--- src/rtl/iram_pkg.sv ---
package iram_pkg;

  typedef enum logic [1:0] {
    ACC_REG    = 2'b00,
    ACC_DIRECT = 2'b01,
    ACC_BIT    = 2'b10,
    ACC_RSVD   = 2'b11
  } acc_kind_e;

  typedef enum logic [1:0] {
    RGN_BANKS   = 2'd0,
    RGN_BITWIN  = 2'd1,
    RGN_SCRATCH = 2'd2,
    RGN_SFR     = 2'd3
  } region_e;

  typedef enum logic [1:0] {
    SQ_IDLE  = 2'd0,
    SQ_RESP  = 2'd1,
    SQ_MERGE = 2'd2
  } seq_state_e;

endpackage

--- src/rtl/iram_addr_map.sv ---
module iram_addr_map
  import iram_pkg::*;
#(
  parameter int ADDR_W          = 8,
  parameter int RAM_BYTES       = 128,
  parameter int BANK_COUNT      = 4,
  parameter int BANK_REGS       = 8,
  parameter int DATA_W          = 8,
  parameter int BIT_WINDOW_BASE = 32,
  parameter int SCRATCH_BASE    = 48
) (
  input  logic [1:0]                      kind,
  input  logic [$clog2(BANK_COUNT)-1:0]   bank,
  input  logic [$clog2(BANK_REGS)-1:0]    regn,
  input  logic [ADDR_W-1:0]               addr,
  output logic [$clog2(RAM_BYTES)-1:0]    byte_addr,
  output logic [$clog2(DATA_W)-1:0]       bit_idx,
  output logic                            is_sfr,
  output logic [1:0]                      region
);
  localparam int RAM_AW    = $clog2(RAM_BYTES);
  localparam int BIT_IDX_W = $clog2(DATA_W);
  localparam logic [RAM_AW-1:0] WIN_LO  = RAM_AW'(BIT_WINDOW_BASE);
  localparam logic [RAM_AW-1:0] SCR_LO  = RAM_AW'(SCRATCH_BASE);
  localparam logic [RAM_AW-1:0] BANK_SZ = RAM_AW'(BANK_REGS);

  acc_kind_e kind_e;
  assign kind_e = acc_kind_e'(kind);

  always_comb begin
    byte_addr = addr[RAM_AW-1:0];
    bit_idx   = '0;
    is_sfr    = 1'b0;
    unique case (kind_e)
      ACC_REG: begin
        byte_addr = RAM_AW'(bank) * BANK_SZ + RAM_AW'(regn);
      end
      ACC_BIT: begin
        is_sfr    = addr[ADDR_W-1];
        byte_addr = WIN_LO + RAM_AW'(addr[ADDR_W-2:BIT_IDX_W]);
        bit_idx   = addr[BIT_IDX_W-1:0];
      end
      default: begin
        is_sfr    = addr[ADDR_W-1];
        byte_addr = addr[RAM_AW-1:0];
      end
    endcase
  end

  always_comb begin
    if (is_sfr)                 region = RGN_SFR;
    else if (byte_addr < WIN_LO) region = RGN_BANKS;
    else if (byte_addr < SCR_LO) region = RGN_BITWIN;
    else                        region = RGN_SCRATCH;
  end

endmodule

--- src/rtl/iram_sync_ram.sv ---
module iram_sync_ram #(
  parameter int DEPTH = 128,
  parameter int WIDTH = 8
) (
  input  logic                     clk,
  input  logic                     re,
  input  logic                     we,
  input  logic [$clog2(DEPTH)-1:0] addr,
  input  logic [WIDTH-1:0]         wdata,
  output logic [WIDTH-1:0]         rdata
);
  logic [WIDTH-1:0] mem [DEPTH];

  always_ff @(posedge clk) begin
    if (we) mem[addr] <= wdata;
    if (re) rdata <= mem[addr];
  end

endmodule

--- src/rtl/iram_access_seq.sv ---
module iram_access_seq
  import iram_pkg::*;
#(
  parameter int RAM_BYTES = 128,
  parameter int DATA_W    = 8
) (
  input  logic                         clk,
  input  logic                         rst_n,
  input  logic                         req_valid,
  output logic                         req_ready,
  input  logic                         req_write,
  input  logic                         kind_is_bit,
  input  logic [$clog2(RAM_BYTES)-1:0] dec_addr,
  input  logic [$clog2(DATA_W)-1:0]    dec_bit,
  input  logic                         dec_sfr,
  input  logic [DATA_W-1:0]            wdata,
  input  logic                         wbit,
  output logic                         busy,
  output logic                         rsp_valid,
  input  logic                         rsp_ready,
  output logic [DATA_W-1:0]            rsp_data,
  output logic                         rsp_bit,
  output logic                         rsp_sfr,
  output logic                         ram_re,
  output logic                         ram_we,
  output logic [$clog2(RAM_BYTES)-1:0] ram_addr,
  output logic [DATA_W-1:0]            ram_wdata,
  input  logic [DATA_W-1:0]            ram_rdata
);
  localparam int RAM_AW    = $clog2(RAM_BYTES);
  localparam int BIT_IDX_W = $clog2(DATA_W);

  seq_state_e             state, state_nx;
  logic [RAM_AW-1:0]      addr_q;
  logic [BIT_IDX_W-1:0]   bit_q;
  logic                   wbit_q;
  logic                   sfr_q;
  logic                   accept;
  logic [DATA_W-1:0]      merged;

  assign req_ready = (state == SQ_IDLE);
  assign accept    = req_valid && req_ready;
  assign busy      = (state == SQ_MERGE);
  assign rsp_valid = (state == SQ_RESP);
  assign rsp_sfr   = sfr_q;
  assign rsp_data  = sfr_q ? '0 : ram_rdata;
  assign rsp_bit   = sfr_q ? 1'b0 : ram_rdata[bit_q];

  for (genvar i = 0; i < DATA_W; i++) begin : g_merge
    assign merged[i] = (bit_q == BIT_IDX_W'(i)) ? wbit_q : ram_rdata[i];
  end

  always_comb begin
    state_nx  = state;
    ram_re    = 1'b0;
    ram_we    = 1'b0;
    ram_addr  = dec_addr;
    ram_wdata = wdata;
    unique case (state)
      SQ_IDLE: begin
        if (accept) begin
          if (dec_sfr) begin
            if (!req_write) state_nx = SQ_RESP;
          end else if (!req_write) begin
            ram_re   = 1'b1;
            state_nx = SQ_RESP;
          end else if (kind_is_bit) begin
            ram_re   = 1'b1;
            state_nx = SQ_MERGE;
          end else begin
            ram_we = 1'b1;
          end
        end
      end
      SQ_RESP: begin
        ram_addr = addr_q;
        if (rsp_ready) state_nx = SQ_IDLE;
      end
      SQ_MERGE: begin
        ram_addr  = addr_q;
        ram_wdata = merged;
        ram_we    = 1'b1;
        state_nx  = SQ_IDLE;
      end
      default: state_nx = SQ_IDLE;
    endcase
  end

  always_ff @(posedge clk or negedge rst_n) begin
    if (!rst_n) begin
      state  <= SQ_IDLE;
      addr_q <= '0;
      bit_q  <= '0;
      wbit_q <= 1'b0;
      sfr_q  <= 1'b0;
    end else begin
      state <= state_nx;
      if (accept) begin
        addr_q <= dec_addr;
        bit_q  <= dec_bit;
        wbit_q <= wbit;
        sfr_q  <= dec_sfr;
      end
    end
  end

endmodule

--- src/rtl/iram_bank_bit_decoder.sv ---
module iram_bank_bit_decoder
  import iram_pkg::*;
#(
  parameter int ADDR_W          = 8,
  parameter int RAM_BYTES       = 128,
  parameter int BANK_COUNT      = 4,
  parameter int BANK_REGS       = 8,
  parameter int DATA_W          = 8,
  parameter int BIT_WINDOW_BASE = 32,
  parameter int SCRATCH_BASE    = 48
) (
  input  logic                          clk,
  input  logic                          rst_n,
  input  logic                          req_valid,
  output logic                          req_ready,
  input  logic [1:0]                    req_kind,
  input  logic [$clog2(BANK_COUNT)-1:0] req_bank,
  input  logic [$clog2(BANK_REGS)-1:0]  req_reg,
  input  logic [ADDR_W-1:0]             req_addr,
  input  logic                          req_write,
  input  logic [DATA_W-1:0]             req_wdata,
  input  logic                          req_wbit,
  output logic [$clog2(RAM_BYTES)-1:0]  dec_addr,
  output logic [$clog2(DATA_W)-1:0]     dec_bit,
  output logic                          dec_sfr,
  output logic [1:0]                    dec_region,
  output logic                          busy,
  output logic                          rsp_valid,
  input  logic                          rsp_ready,
  output logic [DATA_W-1:0]             rsp_data,
  output logic                          rsp_bit,
  output logic                          rsp_sfr
);
  localparam int RAM_AW = $clog2(RAM_BYTES);

  logic              ram_re;
  logic              ram_we;
  logic [RAM_AW-1:0] ram_addr;
  logic [DATA_W-1:0] ram_wdata;
  logic [DATA_W-1:0] ram_rdata;
  logic              kind_is_bit;

  assign kind_is_bit = (acc_kind_e'(req_kind) == ACC_BIT);

  iram_addr_map #(
    .ADDR_W(ADDR_W), .RAM_BYTES(RAM_BYTES), .BANK_COUNT(BANK_COUNT),
    .BANK_REGS(BANK_REGS), .DATA_W(DATA_W),
    .BIT_WINDOW_BASE(BIT_WINDOW_BASE), .SCRATCH_BASE(SCRATCH_BASE)
  ) u_map (
    .kind      (req_kind),
    .bank      (req_bank),
    .regn      (req_reg),
    .addr      (req_addr),
    .byte_addr (dec_addr),
    .bit_idx   (dec_bit),
    .is_sfr    (dec_sfr),
    .region    (dec_region)
  );

  iram_access_seq #(
    .RAM_BYTES(RAM_BYTES), .DATA_W(DATA_W)
  ) u_seq (
    .clk         (clk),
    .rst_n       (rst_n),
    .req_valid   (req_valid),
    .req_ready   (req_ready),
    .req_write   (req_write),
    .kind_is_bit (kind_is_bit),
    .dec_addr    (dec_addr),
    .dec_bit     (dec_bit),
    .dec_sfr     (dec_sfr),
    .wdata       (req_wdata),
    .wbit        (req_wbit),
    .busy        (busy),
    .rsp_valid   (rsp_valid),
    .rsp_ready   (rsp_ready),
    .rsp_data    (rsp_data),
    .rsp_bit     (rsp_bit),
    .rsp_sfr     (rsp_sfr),
    .ram_re      (ram_re),
    .ram_we      (ram_we),
    .ram_addr    (ram_addr),
    .ram_wdata   (ram_wdata),
    .ram_rdata   (ram_rdata)
  );

  iram_sync_ram #(
    .DEPTH(RAM_BYTES), .WIDTH(DATA_W)
  ) u_ram (
    .clk   (clk),
    .re    (ram_re),
    .we    (ram_we),
    .addr  (ram_addr),
    .wdata (ram_wdata),
    .rdata (ram_rdata)
  );

endmodule

--- config.mk ---
export PLATFORM = sky130hd
export DESIGN_NAME = iram_bank_bit_decoder
export DESIGN_NICKNAME = d
export VERILOG_FILES = /design/src/rtl/iram_pkg.sv /design/src/rtl/iram_addr_map.sv /design/src/rtl/iram_sync_ram.sv /design/src/rtl/iram_access_seq.sv /design/src/rtl/iram_bank_bit_decoder.sv
export SDC_FILE = /design/constraint.sdc
export NUM_CORES = 1
export LEC_CHECK = 0
export ABC_AREA = 0
export BUFFER_PORTS_ARGS = -buffer_cell sky130_fd_sc_hd__buf_2
export CORE_UTILIZATION = 45
export CTS_CLUSTER_SIZE = 10
export DETAILED_ROUTE_END_ITERATION = 12
export GPL_ROUTABILITY_DRIVEN = 0
export PLACE_DENSITY = 0.7
export RECOVER_POWER = 100
export SYNTH_ARGS = -nofsm -noshare
export SYNTH_HDL_FRONTEND = slang
export SYNTH_SLANG_ARGS = --single-unit
--- constraint.sdc ---
create_clock -name clk -period 9.85 [get_ports clk]
set_input_delay 1.4775 -clock clk [delete_from_list [all_inputs] [get_ports clk]]
set_output_delay 1.4775 -clock clk [all_outputs]
set_load 0.005 [all_outputs]
---- After elaboration in Yosys (flattened, before gate mapping) ----
Memories as Yosys holds them, arrays and structs flattened. A register that Yosys moved wholly into a read port is not among the register bits.
Cells that the tools add are included.
cells by class
  add/sub/neg operators ................... 2
  magnitude comparators ................... 3
  equal/unequal tests ..................... 14
  multiplexer cells ....................... 39
  reductions and logical operators ........ 6
operators by type and width
  operator                                                                      count
  1-bit two-way mux                                                             22
  2-bit two-way mux                                                             9
  8-bit two-way mux                                                             2
  7-bit by 6-bit less-than comparator with 1-bit output, second input constant  2
  7-bit one-hot mux with 2 select lines                                         1
  3-bit == test, second input constant                                          4
  6-bit by 4-bit adder with 7-bit output, first input constant                  1
  7-bit two-way mux                                                             1
  5-bit by 3-bit adder with 6-bit output                                        1
  3-bit by 2-bit == test with 1-bit output, second input constant               2
  3-bit inequality test, second input constant                                  2
  2-bit == test, second input constant                                          2
  2-bit logical NOT                                                             2
  3-bit by 4-bit less-than comparator with 1-bit output, second input constant  1
  2-bit one-hot mux with 2 select lines                                         1
  4-bit AND reduction                                                           1
  1-bit binary-select mux with 3-bit select                                     1
  3-bit by 1-bit == test with 1-bit output, second input constant               1
  3-bit logical NOT                                                             1
  3-bit two-way mux                                                             1
  2-bit by 1-bit == test with 1-bit output, second input constant               1
  2-bit by 1-bit inequality test with 1-bit output, second input constant       1
  2-bit inequality test, second input constant                                  1
  1-bit one-hot mux with 2 select lines                                         1
  2 further kinds                                                               2
word-level totals
  register bits after elaboration ......... 14
  memory bits (writable) .................. 1024
  input port bits ......................... 29
  output and inout port bits .............. 26
  word-level logic and storage cells ...... 70
  memories ................................ 1
memory list
  name       words  width  read ports  clocked after memory_dff  wr ports  line                 source
  u_ram.mem  128    8      1           1                         1         iram_sync_ram.sv:12  logic [WIDTH-1:0] mem [DEPTH];

---- Depth between registers and ports, before layout ----
  word-level depth ........................ 8
  depth in mapped cells ................... 16
  gate-level depth less buffers ........... 10

---- Hierarchy ----
From an unflattened synthesis, not the netlist that was laid out.
second synthesis, totals
  cell total of the unflattened synthesis .. 2613
  area total of the unflattened synthesis .. 41805.1 um^2
modules (own cells, without submodules)
  module                 instances  cells an instance  area an instance (um^2)  seq. area each (um^2)
  iram_sync_ram          1          2475               40513.9                  30989.7
  iram_access_seq        1          108                1086.0                   350.3
  iram_addr_map          1          29                 191.4                    0.0
  iram_bank_bit_decoder  1          1                  13.8                     0.0

---- Worst setup path after synthesis ----
Ideal clock, no wire load.
  path kind ............................... input-to-reg
  from .................................... input port req_wdata[5]
  to ...................................... memory u_ram.mem[0][5] (data pin)
  library setup time ...................... 892 ps
  data arrival time ....................... 4975 ps
  data required time ...................... 8958 ps
  setup slack ............................. 3983 ps
  stages .................................. 2
  buffers on the path ..................... 0
  path through ............................ nor2_1 a21oi_1
between the ends
  word-level cells in the longest chain between the ends .. 1
RTL lines
  item                line                         source
  start: declaration  iram_bank_bit_decoder.sv:21  input logic [DATA_W-1:0] req_wdata,
  8-bit two-way mux   iram_access_seq.sv:59        unique case (state)
  net ram_wdata[5]    iram_bank_bit_decoder.sv:39  logic [DATA_W-1:0] ram_wdata;
  end: declaration    iram_sync_ram.sv:12
The timed path passes the listed nets, and every way through them passes these cells.

---- Worst setup path after layout ----
  from .................................... input port req_kind[1]
  to ...................................... register u_ram.rdata[3] (read register of u_ram.mem) (data pin)
between the ends
  word-level cells in the longest chain between the ends .. 6
  elaborated cells on any way between the ends .. 10
  those cells by class .................... eq/ne: 1; mux: 8; reduce/logical: 1
RTL lines
  item                line                                              source
  start: declaration  iram_bank_bit_decoder.sv:16                       input logic [1:0] req_kind,
  2-bit == test       iram_addr_map.sv:34, iram_bank_bit_decoder.sv:43
  1-bit two-way mux   iram_access_seq.sv:67                             end else if (kind_is_bit) begin
  1-bit two-way mux   iram_access_seq.sv:64                             end else if (!req_write) begin
  1-bit two-way mux   iram_access_seq.sv:62                             if (dec_sfr) begin
  1-bit two-way mux   iram_access_seq.sv:61                             if (accept) begin
  1-bit two-way mux   iram_access_seq.sv:59
  end: declaration    iram_sync_ram.sv:10                               output logic [WIDTH-1:0] rdata
Parallel ways exist; a longest one is shown, timed or not.
A chain may end at the register's enable or synchronous reset.

==> impl_metrics.yaml <==
clocking:
  htreeDepth: 3
  clockBufferDepth: 3
  hold_buffers: 0
  clk_pin_slew_worst_paths_ns: 0.06
  clock_sinks: 1046
  clk-insertion-delay-late_ns: 0.69
  cts_tree: "yes"
  cts_buffers: 115
  cts_repair_resize_count: 0
  cts-root-buf: "clkbuf_16"
  postCtsSetupRepairBufs: 0
final_layout:
  design_area_um2: 47800
  nets: 3329
  area_growth_pct: 10.0
  layout.cells.non_filler: 4581
  drive_above_1_share_pct: 7.57
power_and_ir_drop:
  power_density_nw_per_um2: 328
  peakVddDrop_v: 0.000482
  power.leakage_uw: 0.0163
die:
  design.core.area_um2: 95300
  placementRows: 113
  io-pin-count: 55
  start_util_pct: 45.6
  die_width_um: 313
  die_y_um: 313
  fp.dieArea_um2: 97800
global_routing:
  overflow: 0
  grt_pass1_wl_mm: 175
  grt_max_degree: 171
  grtUsageTotal_pct: 24.0
  first_global_vias: 26200
  antenna_found_initial: 3
status:
  outcome: "finished with violations"
  violations: "capacitance limit, slew limit"
critical_path:
  slowest_delay_ns: 1.74
  crit_path_cell_trace: "clkbuf_1 -> mux2i_4 -> clkbuf_1 -> a211oi_1 -> clkbuf_1 -> buf_12 -> nand2_1 -> nand3_1 -> a31oi_1 -> nand4_1 -> o221ai_1 -> o31ai_1"
  setup.worst_path.start_class: "input pin"
  cp.arrival_ns: 7.93
  cp_max_fo: 170
  crit_type: "in2reg"
  cpMaxStageDelayCell: "clkbuf_1"
  endpoint_kind: "flip-flop"
  ff2ff_path_depth: 7
  crit_required_ns: 10.25
  critPathMostFrequentCell: "clkbuf_1"
placed_design:
  dp.cells: 4445
  port_buffers: 54
  dpl_cell_area_um2: 44900
  hpwlAfterDp_mm: 72.7
  place_ws_ns: 3.77
synthesis:
  synth-seq-area-share_pct: 72.1
  syn_nets: 3295
  synthArstFlopShare_pct: 1.34
  ys_ff_latch: 1046
  ys_types: 69
  synth_area_um2: 43500
  postSynthCellCount: 3263
  avgSynthCellArea_um2: 13.3
  synth_top_flop_cell: "edfxtp_1"
  ys_warn_count: 0
  synth_edf_count: 1032
timing:
  grt_setup_unrepaired: "false"
  final-max-slew-violation-count: 594
  fmax_ghz: 0.133
  post-route-period-util_pct: 76.4
  setup_slack_ns: 2.33
  slew-limit-headroom_pct: -158
  period_minus_slack_ns: 7.52
  skew_ns: 0.0332
  report.final.hold_viol_count: 0
  setup-tns-final_ns: 0
  setup_violations: 0
  worstMarginPinSlew_ns: 3.87
route:
  first_pass_iters: 6
  finalWirelength_mm: 120
  drc: 0
  vias: 28000
  drtIter0Drc: 4150
  via_per_inst: 6.11
  wl_per_cell_um: 26.3
  ant_nets: 0
worst_hold_path:
  hp-class: "reg2reg"
  whs_path_depth: 2
job:
  cap_violations: 13
## cells by family after synthesis
group                    Yosys count  synth area share (%)
adder cells (fa/ha/maj)            3                0.0864
AND/OR/NAND/NOR                 1381                  13.7
flip-flops                      1046                  72.1
AO/OA/AOI/OAI                    389                  6.19
buffers and inverters            221                  2.68
multiplexers                     223                  5.27
## final timing paths
check	start	endpoint	slack (ns)
max in group asynchronous	rst_n	u_seq.bit_q[1]	8.49
setup / recovery	req_kind[1]	u_ram.rdata[3]	2.33
setup reg to reg	u_seq.state[0]	u_ram.mem[104][6]	2.63
hold reg to reg	u_seq.addr_q[6]	u_seq.addr_q[6]	0.50
min in group asynchronous	rst_n	u_seq.addr_q[2]	0.85
hold / removal	u_seq.addr_q[6]	u_seq.addr_q[6]	0.50
## through the flow
step | total power, uW | util (%) | hold slack [ns]
after global routing | 16200 | 50.2 | 0.554
after CTS | 15600 | 50.3 | 0.498
after floorplan | 9800 | - | 0.450
final | 15700 | 50.2 | 0.502
after global placement | 11900 | 47.1 | 0.465
after detailed placement | 11900 | 47.1 | 0.484
## critical path, delay by kind of cell
family          cells  cell delay [ns]
buf+inv             4             3.55
simple gates        3             0.80
mux                 1             0.32
compound gates      4             1.45
## report_power, final
part	internal, uW	leakage [uW]	switching, uW
clock network	2090	0.00149	1590
registers	5500	0.00944	89.4
logic	1630	0.00540	4790
## cell usage in the layout (no fill, tap or decap), drive strengths merged, types with 13 or more instances in the layout
cell / netlist / layout
buf: 165 / 82
clkbuf: 42 / 170
mux2: 17 / 17
o221ai: 16 / 16
nor2: 178 / 178
and3: 55 / 55
or4: 25 / 25
o22ai: 56 / 56
nand3: 203 / 203
dfrtp: 14 / 14
inv: 14 / 18
a32oi: 13 / 13
nand2: 822 / 822
a311oi: 42 / 42
nor3: 18 / 18
mux2i: 203 / 203
a211oi: 27 / 27
o21ai: 29 / 29
a21oi: 100 / 100
o31ai: 17 / 17
edfxtp: 1032 / 1032
a31oi: 36 / 36
nor4: 23 / 23
nand4: 19 / 19
## registers in the layout, summed over array words and instances (netlist names)
signal / cells
u_ram.mem: 1024
u_ram.rdata: 8
u_seq.addr_q: 7
u_seq.bit_q: 3
u_seq.rsp_sfr: 1
u_seq.state: 2
u_seq.wbit_q: 1
## per-layer routing
metal  track usage (%)  wire (um)
met1              33.5      47200
met2              36.1      53600
met3              5.77      14300
met4              9.98       5100
met5                 0          0
## cell type report
class,instances,area (um2)
inverters,14,52.6
repair buffers,124,722
fillers,8039,47500
well taps,1265,1580
diodes,1,2.50
flip-flops and latches,1046,31300
clock inverters,7,108
clock buffers,128,2930
multi-input cells,1996,11100
## cells in the mapped netlist, drive strengths merged (27+ instances only)
library cell | number | area, um2
nand3 | 203 | 1030
mux2i | 203 | 2030
clkbuf | 42 | 159
and3 | 55 | 344
a21oi | 100 | 500
edfxtp | 1032 | 31000
a311oi | 42 | 368
a211oi | 27 | 230
nor2 | 178 | 673
o22ai | 56 | 350
o21ai | 29 | 149
buf | 165 | 953
a31oi | 36 | 225
nand2 | 822 | 3090
Power figures use the tool's default switching activity.
